`src/rtl/pgw_pkg.sv`:
```
package pgw_pkg;
  typedef enum logic [1:0] {
    PGW_OK       = 2'd0,
    PGW_ABSENT   = 2'd1,
    PGW_WRPROT   = 2'd2,
    PGW_NONCANON = 2'd3
  } pgw_cause_e;

  typedef enum logic [1:0] {
    ST_IDLE,
    ST_REQ,
    ST_WAIT,
    ST_RESP
  } pgw_state_e;

  localparam int ENTRY_W      = 64;
  localparam int PRESENT_BIT  = 0;
  localparam int WRITABLE_BIT = 1;
endpackage

```
`src/rtl/pgw_canon_chk.sv`:
```
// Flags whether the bits above the translated span sign-extend its top bit.
module pgw_canon_chk #(
  parameter int VA_W = 48
) (
  input  logic [63:0] vaddr,
  output logic        canonical
);
  localparam int EXT_W = 64 - VA_W + 1;

  logic [EXT_W-1:0] ext_bits;
  logic unused_low;

  assign ext_bits   = vaddr[63:VA_W-1];
  assign canonical  = (&ext_bits) | ~(|ext_bits);
  assign unused_low = ^vaddr[VA_W-2:0];
endmodule

```
`src/rtl/pgw_va_split.sv`:
```
// Cuts the latched virtual address into one index per level plus the offset.
module pgw_va_split #(
  parameter int LEVELS = 4,
  parameter int IDX_W  = 9,
  parameter int OFF_W  = 12,
  localparam int VA_W  = LEVELS * IDX_W + OFF_W
) (
  input  logic [VA_W-1:0]         va,
  output logic [LEVELS*IDX_W-1:0] idx_flat,
  output logic [OFF_W-1:0]        offset
);
  assign offset = va[OFF_W-1:0];

  // Slot k of idx_flat serves table level k+1.
  for (genvar k = 0; k < LEVELS; k++) begin : g_idx
    assign idx_flat[k*IDX_W +: IDX_W] = va[OFF_W + k*IDX_W +: IDX_W];
  end
endmodule

```
`src/rtl/pgw_entry_dec.sv`:
```
// Pulls the flag bits and the next base out of one table entry.
module pgw_entry_dec import pgw_pkg::*; #(
  parameter int PA_W  = 52,
  parameter int OFF_W = 12,
  localparam int FB_W = PA_W - OFF_W
) (
  input  logic [ENTRY_W-1:0] entry,
  output logic               present,
  output logic               writable,
  output logic [FB_W-1:0]    next_base
);
  logic unused_bits;

  assign present     = entry[PRESENT_BIT];
  assign writable    = entry[WRITABLE_BIT];
  assign next_base   = entry[PA_W-1:OFF_W];
  assign unused_bits = ^{entry[ENTRY_W-1:PA_W], entry[OFF_W-1:WRITABLE_BIT+1]};
endmodule

```
`src/rtl/pgw_walk_ctl.sv`:
```
// Sequencer: takes a request, issues one read per level, decides the outcome.
module pgw_walk_ctl import pgw_pkg::*; #(
  parameter int PA_W   = 52,
  parameter int LEVELS = 4,
  parameter int IDX_W  = 9,
  parameter int OFF_W  = 12,
  localparam int FB_W  = PA_W - OFF_W,
  localparam int VA_W  = LEVELS * IDX_W + OFF_W,
  localparam int LVL_W = $clog2(LEVELS),
  localparam int REP_W = $clog2(LEVELS + 1)
) (
  input  logic                    clk,
  input  logic                    rst_n,
  input  logic [FB_W-1:0]         root_base,
  input  logic                    tr_req_valid,
  output logic                    tr_req_ready,
  input  logic [VA_W-1:0]         va_in,
  input  logic                    va_canonical,
  input  logic                    wr_in,
  output logic [VA_W-1:0]         va_q,
  input  logic [LEVELS*IDX_W-1:0] idx_flat,
  input  logic [OFF_W-1:0]        offset,
  output logic                    tr_rsp_valid,
  input  logic                    tr_rsp_ready,
  output logic [PA_W-1:0]         rsp_paddr,
  output logic                    rsp_wr_ok,
  output logic [1:0]              rsp_cause,
  output logic [REP_W-1:0]        rsp_level,
  output logic                    mem_req_valid,
  input  logic                    mem_req_ready,
  output logic [PA_W-1:0]         mem_req_addr,
  input  logic                    mem_rsp_valid,
  output logic                    mem_rsp_ready,
  input  logic                    ent_present,
  input  logic                    ent_writable,
  input  logic [FB_W-1:0]         ent_base
);
  localparam int ESZ_W = OFF_W - IDX_W;   // log2 of the entry size in bytes

  pgw_state_e       state_q;
  logic [LVL_W-1:0] lvl_q;
  logic [FB_W-1:0]  base_q;
  logic             wr_q;
  logic             wok_q;
  pgw_cause_e       cause_q;
  logic [REP_W-1:0] stop_lvl_q;
  logic [IDX_W-1:0] idx_cur;
  logic [REP_W-1:0] lvl_num;

  assign idx_cur = idx_flat[int'(lvl_q)*IDX_W +: IDX_W];
  assign lvl_num = REP_W'(lvl_q) + REP_W'(1);

  assign tr_req_ready  = (state_q == ST_IDLE);
  assign mem_req_valid = (state_q == ST_REQ);
  assign mem_rsp_ready = (state_q == ST_WAIT);
  assign tr_rsp_valid  = (state_q == ST_RESP);
  // Table bases are page aligned, so base + index*8 is a plain concatenation.
  assign mem_req_addr  = {base_q, idx_cur, {ESZ_W{1'b0}}};

  assign rsp_cause = cause_q;
  assign rsp_level = stop_lvl_q;
  assign rsp_wr_ok = (cause_q == PGW_OK) && wok_q;
  assign rsp_paddr = (cause_q == PGW_OK) ? {base_q, offset} : '0;

  always_ff @(posedge clk) begin
    if (!rst_n) begin
      state_q    <= ST_IDLE;
      lvl_q      <= '0;
      base_q     <= '0;
      va_q       <= '0;
      wr_q       <= 1'b0;
      wok_q      <= 1'b0;
      cause_q    <= PGW_OK;
      stop_lvl_q <= '0;
    end else begin
      unique case (state_q)
        ST_IDLE: begin
          if (tr_req_valid) begin
            va_q       <= va_in;
            wr_q       <= wr_in;
            wok_q      <= 1'b1;
            lvl_q      <= LVL_W'(LEVELS - 1);
            base_q     <= root_base;
            stop_lvl_q <= '0;
            if (!va_canonical) begin
              cause_q <= PGW_NONCANON;
              state_q <= ST_RESP;
            end else begin
              cause_q <= PGW_OK;
              state_q <= ST_REQ;
            end
          end
        end
        ST_REQ: begin
          if (mem_req_ready) state_q <= ST_WAIT;
        end
        ST_WAIT: begin
          if (mem_rsp_valid) begin
            if (!ent_present) begin
              cause_q    <= PGW_ABSENT;
              stop_lvl_q <= lvl_num;
              state_q    <= ST_RESP;
            end else if (wr_q && !ent_writable) begin
              cause_q    <= PGW_WRPROT;
              stop_lvl_q <= lvl_num;
              state_q    <= ST_RESP;
            end else begin
              wok_q  <= wok_q & ent_writable;
              base_q <= ent_base;
              if (lvl_q == '0) begin
                state_q <= ST_RESP;
              end else begin
                lvl_q   <= lvl_q - LVL_W'(1);
                state_q <= ST_REQ;
              end
            end
          end
        end
        ST_RESP: begin
          if (tr_rsp_ready) state_q <= ST_IDLE;
        end
        default: state_q <= ST_IDLE;
      endcase
    end
  end
endmodule

```
`src/rtl/pgw_top.sv`:
```
module pgw_top import pgw_pkg::*; #(
  parameter int PA_W   = 52,
  parameter int LEVELS = 4,
  parameter int IDX_W  = 9,
  parameter int OFF_W  = 12
) (
  input  logic              clk,
  input  logic              rst_n,
  input  logic [PA_W-1:0]   root_ptr,
  input  logic              tr_req_valid,
  output logic              tr_req_ready,
  input  logic [63:0]       tr_req_vaddr,
  input  logic              tr_req_write,
  output logic              tr_rsp_valid,
  input  logic              tr_rsp_ready,
  output logic [PA_W-1:0]   tr_rsp_paddr,
  output logic              tr_rsp_wr_ok,
  output logic [1:0]        tr_rsp_cause,
  output logic [2:0]        tr_rsp_level,
  output logic              mem_req_valid,
  input  logic              mem_req_ready,
  output logic [PA_W-1:0]   mem_req_addr,
  input  logic              mem_rsp_valid,
  output logic              mem_rsp_ready,
  input  logic [63:0]       mem_rsp_data
);
  localparam int VA_W = LEVELS * IDX_W + OFF_W;
  localparam int FB_W = PA_W - OFF_W;

  logic                    canonical;
  logic [VA_W-1:0]         va_q;
  logic [LEVELS*IDX_W-1:0] idx_flat;
  logic [OFF_W-1:0]        offset;
  logic                    ent_present;
  logic                    ent_writable;
  logic [FB_W-1:0]         ent_base;
  logic                    unused_root;

  assign unused_root = ^root_ptr[OFF_W-1:0];

  pgw_canon_chk #(.VA_W(VA_W)) canon_i (
    .vaddr     (tr_req_vaddr),
    .canonical (canonical)
  );

  pgw_va_split #(.LEVELS(LEVELS), .IDX_W(IDX_W), .OFF_W(OFF_W)) split_i (
    .va       (va_q),
    .idx_flat (idx_flat),
    .offset   (offset)
  );

  pgw_entry_dec #(.PA_W(PA_W), .OFF_W(OFF_W)) dec_i (
    .entry     (mem_rsp_data),
    .present   (ent_present),
    .writable  (ent_writable),
    .next_base (ent_base)
  );

  pgw_walk_ctl #(.PA_W(PA_W), .LEVELS(LEVELS), .IDX_W(IDX_W), .OFF_W(OFF_W)) ctl_i (
    .clk           (clk),
    .rst_n         (rst_n),
    .root_base     (root_ptr[PA_W-1:OFF_W]),
    .tr_req_valid  (tr_req_valid),
    .tr_req_ready  (tr_req_ready),
    .va_in         (tr_req_vaddr[VA_W-1:0]),
    .va_canonical  (canonical),
    .wr_in         (tr_req_write),
    .va_q          (va_q),
    .idx_flat      (idx_flat),
    .offset        (offset),
    .tr_rsp_valid  (tr_rsp_valid),
    .tr_rsp_ready  (tr_rsp_ready),
    .rsp_paddr     (tr_rsp_paddr),
    .rsp_wr_ok     (tr_rsp_wr_ok),
    .rsp_cause     (tr_rsp_cause),
    .rsp_level     (tr_rsp_level),
    .mem_req_valid (mem_req_valid),
    .mem_req_ready (mem_req_ready),
    .mem_req_addr  (mem_req_addr),
    .mem_rsp_valid (mem_rsp_valid),
    .mem_rsp_ready (mem_rsp_ready),
    .ent_present   (ent_present),
    .ent_writable  (ent_writable),
    .ent_base      (ent_base)
  );
endmodule

```
`config.mk`:
```
export PLATFORM = sky130hd
export DESIGN_NAME = pgw_top
export DESIGN_NICKNAME = d
export VERILOG_FILES = /design/src/rtl/pgw_pkg.sv /design/src/rtl/pgw_canon_chk.sv /design/src/rtl/pgw_va_split.sv /design/src/rtl/pgw_entry_dec.sv /design/src/rtl/pgw_walk_ctl.sv /design/src/rtl/pgw_top.sv
export SDC_FILE = /design/constraint.sdc
export NUM_CORES = 1
export LEC_CHECK = 0
export ABC_AREA = 1
export ABC_CLOCK_PERIOD_IN_PS = 1800
export BUFFER_PORTS_ARGS = -buffer_cell sky130_fd_sc_hd__buf_2
export CORE_MARGIN = 5
export CORE_UTILIZATION = 46
export DETAILED_ROUTE_END_ITERATION = 8
export PLACE_DENSITY = 0.91
export SETUP_SLACK_MARGIN = 0.1
export SLEW_MARGIN = 10
export SYNTH_ARGS = -nofsm -noshare
export SYNTH_HDL_FRONTEND = slang
export SYNTH_HIERARCHICAL = 1
export SYNTH_SLANG_ARGS = --single-unit
```
`constraint.sdc`:
```
create_clock -name clk -period 1.8 [get_ports clk]
set_input_delay 0.27 -clock clk [delete_from_list [all_inputs] [get_ports clk]]
set_output_delay 0.27 -clock clk [all_outputs]
set_load 0.05 [all_outputs]
```
# Word level (Yosys, flattened, before mapping)
# Cells that the tools add are included.
dict set report totals {
  regBits 99
  inputBits 187
  output_inout_bits 114
  word_cells 77
}
dict set report classes {
  addsub 2
  n_mul 1
  eq_ne 11
  n_shift 1
  mux 37
  n_bitwise 3
  n_reduce_logical 14
}
# op count
set ops {}
lappend ops {{$mux 40} 4}
lappend ops {{$pmux 40 s2} 1}
lappend ops {{$mux 52} 1}
lappend ops {{$mux 2} 18}
lappend ops {{$shiftx 36x32->9} 1}
lappend ops {{$reduce_and 17->1} 1}
lappend ops {{$reduce_or 17->1} 1}
lappend ops {{$mux 3} 4}
lappend ops {{$ne 2x2->1 const B} 4}
lappend ops {{$pmux 2 s2} 2}
lappend ops {{$pmux 2 s4} 1}
lappend ops {{$reduce_and 4->1} 2}
lappend ops {{$logic_not 2->1} 3}
lappend ops {{$mul 2x4->6 const B} 1}
lappend ops {{$ne 2x1->1 const B} 3}
lappend ops {{$pmux 3 s2} 1}
lappend ops {{$reduce_and 6->1} 1}
lappend ops {{$reduce_and 5->1} 1}
lappend ops {{$eq 2x2->1 const B} 2}
lappend ops {{$mux 1} 4}
lappend ops {{$add 2x1->3 const B} 1}
lappend ops {{$ne 3x2->1 const B} 1}
lappend ops {{$eq 2x1->1 const B} 1}
lappend ops {{$logic_and 1x1->1} 2}
lappend ops {{8 further kinds} 8}

# Logic depth before layout (Yosys ltp)
dict set report logic_depth {
  word_depth 6
  mapped_depth 13
  ltp_nobuf 13
}

# By module
# The synthesis kept the hierarchy.
# module n_inst cells_each area_per_inst_um2 seq_area_each_um2
set modules_own_cells {}
lappend modules_own_cells {pgw_walk_ctl 1 825 4953.5 1981.9}
lappend modules_own_cells {pgw_va_split 1 48 360.3 0.0}
lappend modules_own_cells {pgw_entry_dec 1 42 315.3 0.0}
lappend modules_own_cells {pgw_canon_chk 1 27 112.6 0.0}

# Worst setup path after synthesis
# OpenSTA, ideal clock, no wires.
dict set report synth_timing {
  kind {register to output}
  startpoint {register ctl_i.cause_q[1], in the netlist ctl_i/rsp_cause[1]}
  endpoint {output tr_rsp_paddr[10]}
  arrival_ps 1846
  required_ps 1530
  path_slack_ps -316
  stages_incl_launch_ff 5
  path_buffers 2
  cell_sequence {dfxtp_1 or2_2 clkbuf_1 clkbuf_1 nor2_1}
}
dict set report synth_between {
  elab_chain_cells 2
}
# item line
set synth_lines {}
lappend synth_lines {{start, declared} pgw_walk_ctl.sv:45} ;# pgw_cause_e cause_q;
lappend synth_lines {{start signal, assigned} pgw_walk_ctl.sv:73} ;# cause_q <= PGW_OK;
lappend synth_lines {{start signal, assigned} pgw_walk_ctl.sv:86} ;# cause_q <= PGW_NONCANON;
lappend synth_lines {{start signal, assigned} pgw_walk_ctl.sv:89} ;# cause_q <= PGW_OK;
lappend synth_lines {{$logic_not 2->1} pgw_walk_ctl.sv:63} ;# assign rsp_paddr = (cause_q == PGW_OK) ? {base_q, offset} : '0;
lappend synth_lines {{$mux 52} pgw_walk_ctl.sv:63}
lappend synth_lines {{end, declared} pgw_top.sv:16} ;# output logic [PA_W-1:0] tr_rsp_paddr,
# No other way between the ends.

# Final worst setup path
dict set report layout_timing {
  startpoint {register ctl_i.cause_q[0], in the netlist ctl_i/rsp_cause[0]}
  endpoint {output tr_rsp_paddr[41]}
}
# Same word-level chain as after synthesis.

==> flow_summary.json <==
{
  "synth_mux_area_share_pct": 0,
  "drive_above_1_share_pct": 34.9,
  "yosysTopAreaCellShare_pct": 34.5,
  "ant_nets": 0,
  "crit_slowest_cell": "or2_4",
  "synth_top_cell_by_area": "dfxtp_1",
  "antenna_found_initial": 0,
  "yosys.cell_types.count": 28,
  "grt_first_pass_wirelength_um": 26000,
  "synth_xor_area_share_pct": 0,
  "start_util_pct": 47.4,
  "syn2layout_area_growth_pct": 39.4,
  "drt_iter0_drc": 341,
  "num_vias": 5952,
  "synth-edff-count": 0,
  "cap_violations": 0,
  "max_clock_freq_ghz": 0.563,
  "path_clk_slew_ns": 0.08,
  "place_inst": 1249,
  "synth_top_family_by_area": "simple AND/OR/NAND/NOR gates",
  "rsz0062_at_grt": "true",
  "placed_area_mm2": 0.00696,
  "synthArstFlopShare_pct": 0,
  "cp-start-kind": "flip-flop",
  "synth_warnings": 6,
  "period_share_pct": 98.6,
  "grt_pass1_vias": 5595,
  "powerDensity_mw_per_mm2": 1960,
  "via_per_inst": 4.67,
  "grt_overflow": 0,
  "fin_cells": 1274,
  "power.total_mw": 15.7,
  "routed_wl_um": 17400,
  "syn_area_mm2": 0.00574,
  "synth_seq_area_share_pct": 34.5,
  "crit_chain": "or2_4 -> buf_16 -> nor2_4 -> buf_8",
  "final-hold-violation-count": 0,
  "htreeDepth": 3,
  "synthSimpleGateAreaFrac_pct": 36.3,
  "hold_class": "input pin to flip-flop",
  "dp_slack_ns": 0.209,
  "vdd_ir_drop_max_mv": 1.18,
  "dieArea_mm2": 0.0148,
  "cp.buffers_inverters": 2,
  "wire_per_inst_um": 13.7,
  "cts.sinks": 99,
  "clk_latency_ns": 0.35,
  "ios": 301,
  "layout_setup_ws_ns": 0.0250,
  "report.final.slew_viol_count": 0,
  "leakage_nw": 4.10,
  "setup-tns-final_ns": 0,
  "synth.area.top_cells": "dfxtp_1, nor2_1, nand2_1",
  "cts_max_path_buffers": 2,
  "dp_hpwl_um": 12300,
  "final_area_mm2": 0.00800,
  "syn_area_per_cell_um2": 6.10,
  "status": "finished clean",
  "die_x_um": 122,
  "firstDrtPassIters": 5,
  "finalNetCount": 1290,
  "grt_max_degree": 50,
  "min_period_ns": 1.77,
  "coreArea_mm2": 0.0121,
  "ys_ff_latch": 99,
  "required_ns": 1.53,
  "rows": 40,
  "drc": 0,
  "ctsRootBufferMaster": "clkbuf_16",
  "portBuffers": 263,
  "critical-path-max-stage-delay_ns": 0.35,
  "synth_adder_area_share_pct": 0.436,
  "synthCells": 942,
  "cts_tree": "built",
  "cp_max_fo": 9,
  "cts_made_buffers": 9,
  "synth_compound_area_share_pct": 8.00,
  "worstSetupPathType": "flip-flop to primary output",
  "crit_arrival_ns": 1.50,
  "die_h_um": 122,
  "setup_viol": 0,
  "synth_ff_type": "dfxtp_1",
  "skew_ns": 0.00952,
  "fin_hold_ws_ns": 0.166,
  "cp_top_family": "simple AND/OR/NAND/NOR gates",
  "grt.total_usage_pct": 21.7,
  "utilization_pct": 66.1,
  "endpoint_kind": "primary output",
  "diodes": 0,
  "place_congestion": 0.876
}
[layout by cell type, fill, tap and decap left out, drive strengths merged]
cell,n
buf,283
nor2,280
nand2,245
dfxtp,99
inv,73
o21ai,72
clkbuf,14
o22ai,9
nand3,6
clkinv,5
a21oi,4
nand4,3
nor3,3
o21bai,3
conb,3
ha,2
or2,2
[worst reg2reg max path: stages, from the launching register on]
cell     delay, ns
dfxtp_2       0.41
inv_2         0.10
nand3_2       0.13
nand3_1       0.26
nor2_2        0.28
nand2_1       0.09
nand2_1       0.07
nor2_1        0.03
[cell usage after synthesis (3+ instances only)]
| library cell | n |
|---|---|
| clkbuf_1 | 27 |
| nor2_1 | 278 |
| nand3_1 | 4 |
| buf_4 | 94 |
| o21bai_1 | 3 |
| nand4_1 | 3 |
| a21oi_1 | 4 |
| o21ai_0 | 72 |
| nor3_1 | 3 |
| inv_1 | 68 |
| buf_2 | 19 |
| dfxtp_1 | 99 |
| nand2_1 | 242 |
| o22ai_1 | 9 |
[final cells by class]
class                           instances  area, um2
Fill cell                            1052       4110
Multi-Input combinational cell        632       3040
Timing Repair Buffer                  288       2190
Sequential cell                        99       1990
Inverter                               71        273
Clock buffer                            9        225
Tap cell                              168        210
Clock inverter                          7       68.8
[sequential cells by signal, summed over array words and instances, names as in the netlist]
register         flops
ctl_i/lvl_q          2
ctl_i/wr_q           1
ctl_i/base_q        40
ctl_i/wok_q          1
ctl_i/rsp_cause      2
ctl_i/rsp_level      3
ctl_i/state_q        2
ctl_i/va_q          48
[repair_timing]
item,CTS,global route
resized for setup,157,32
hold endpoints to repair,0,0
gates cloned,2,4
setup endpoints to repair,63,63
hold buffers,0,0
pin swaps,7,11
setup buffers,1,2
[layer usage]
metal	up-vias	global-route usage, %	wire (um)
li1	3073	-	-
met1	2631	24.6	6870
met5	-	0	0
met4	0	7.42	480
met2	217	39.6	8890
met3	31	5.34	1160
[logic make-up (layout without fill, tap and decap cells)]
group,after synthesis,count (layout)
other cells,1,3
compound gates,88,88
flops,99,99
simple gates,539,539
buf+inv,213,375
fa+ha+maj,2,2
[power by group]
group          internal [mW]  switching (mW)
clock                  0.979           0.918
combinational           3.40            7.09
sequential              2.89           0.413
total                   7.28            8.42
[final timing paths]
check | from | depth (start not counted) | end | slack [ns]
min reg2reg | ctl_i/va_q[4]$_SDFFE_PN0P_ | 2 | ctl_i/va_q[4]$_SDFFE_PN0P_ | 0.48
min | tr_req_vaddr[6] | 3 | ctl_i/va_q[6]$_SDFFE_PN0P_ | 0.17
max reg2reg | ctl_i/state_q[0]$_SDFFE_PN0P_ | 7 | ctl_i/rsp_level[2]$_SDFFE_PN0P_ | 0.31
max | ctl_i/rsp_cause[0]$_SDFFE_PN0P_ | 4 | tr_rsp_paddr[41] | 0.03
Power figures use the tool's default switching activity.
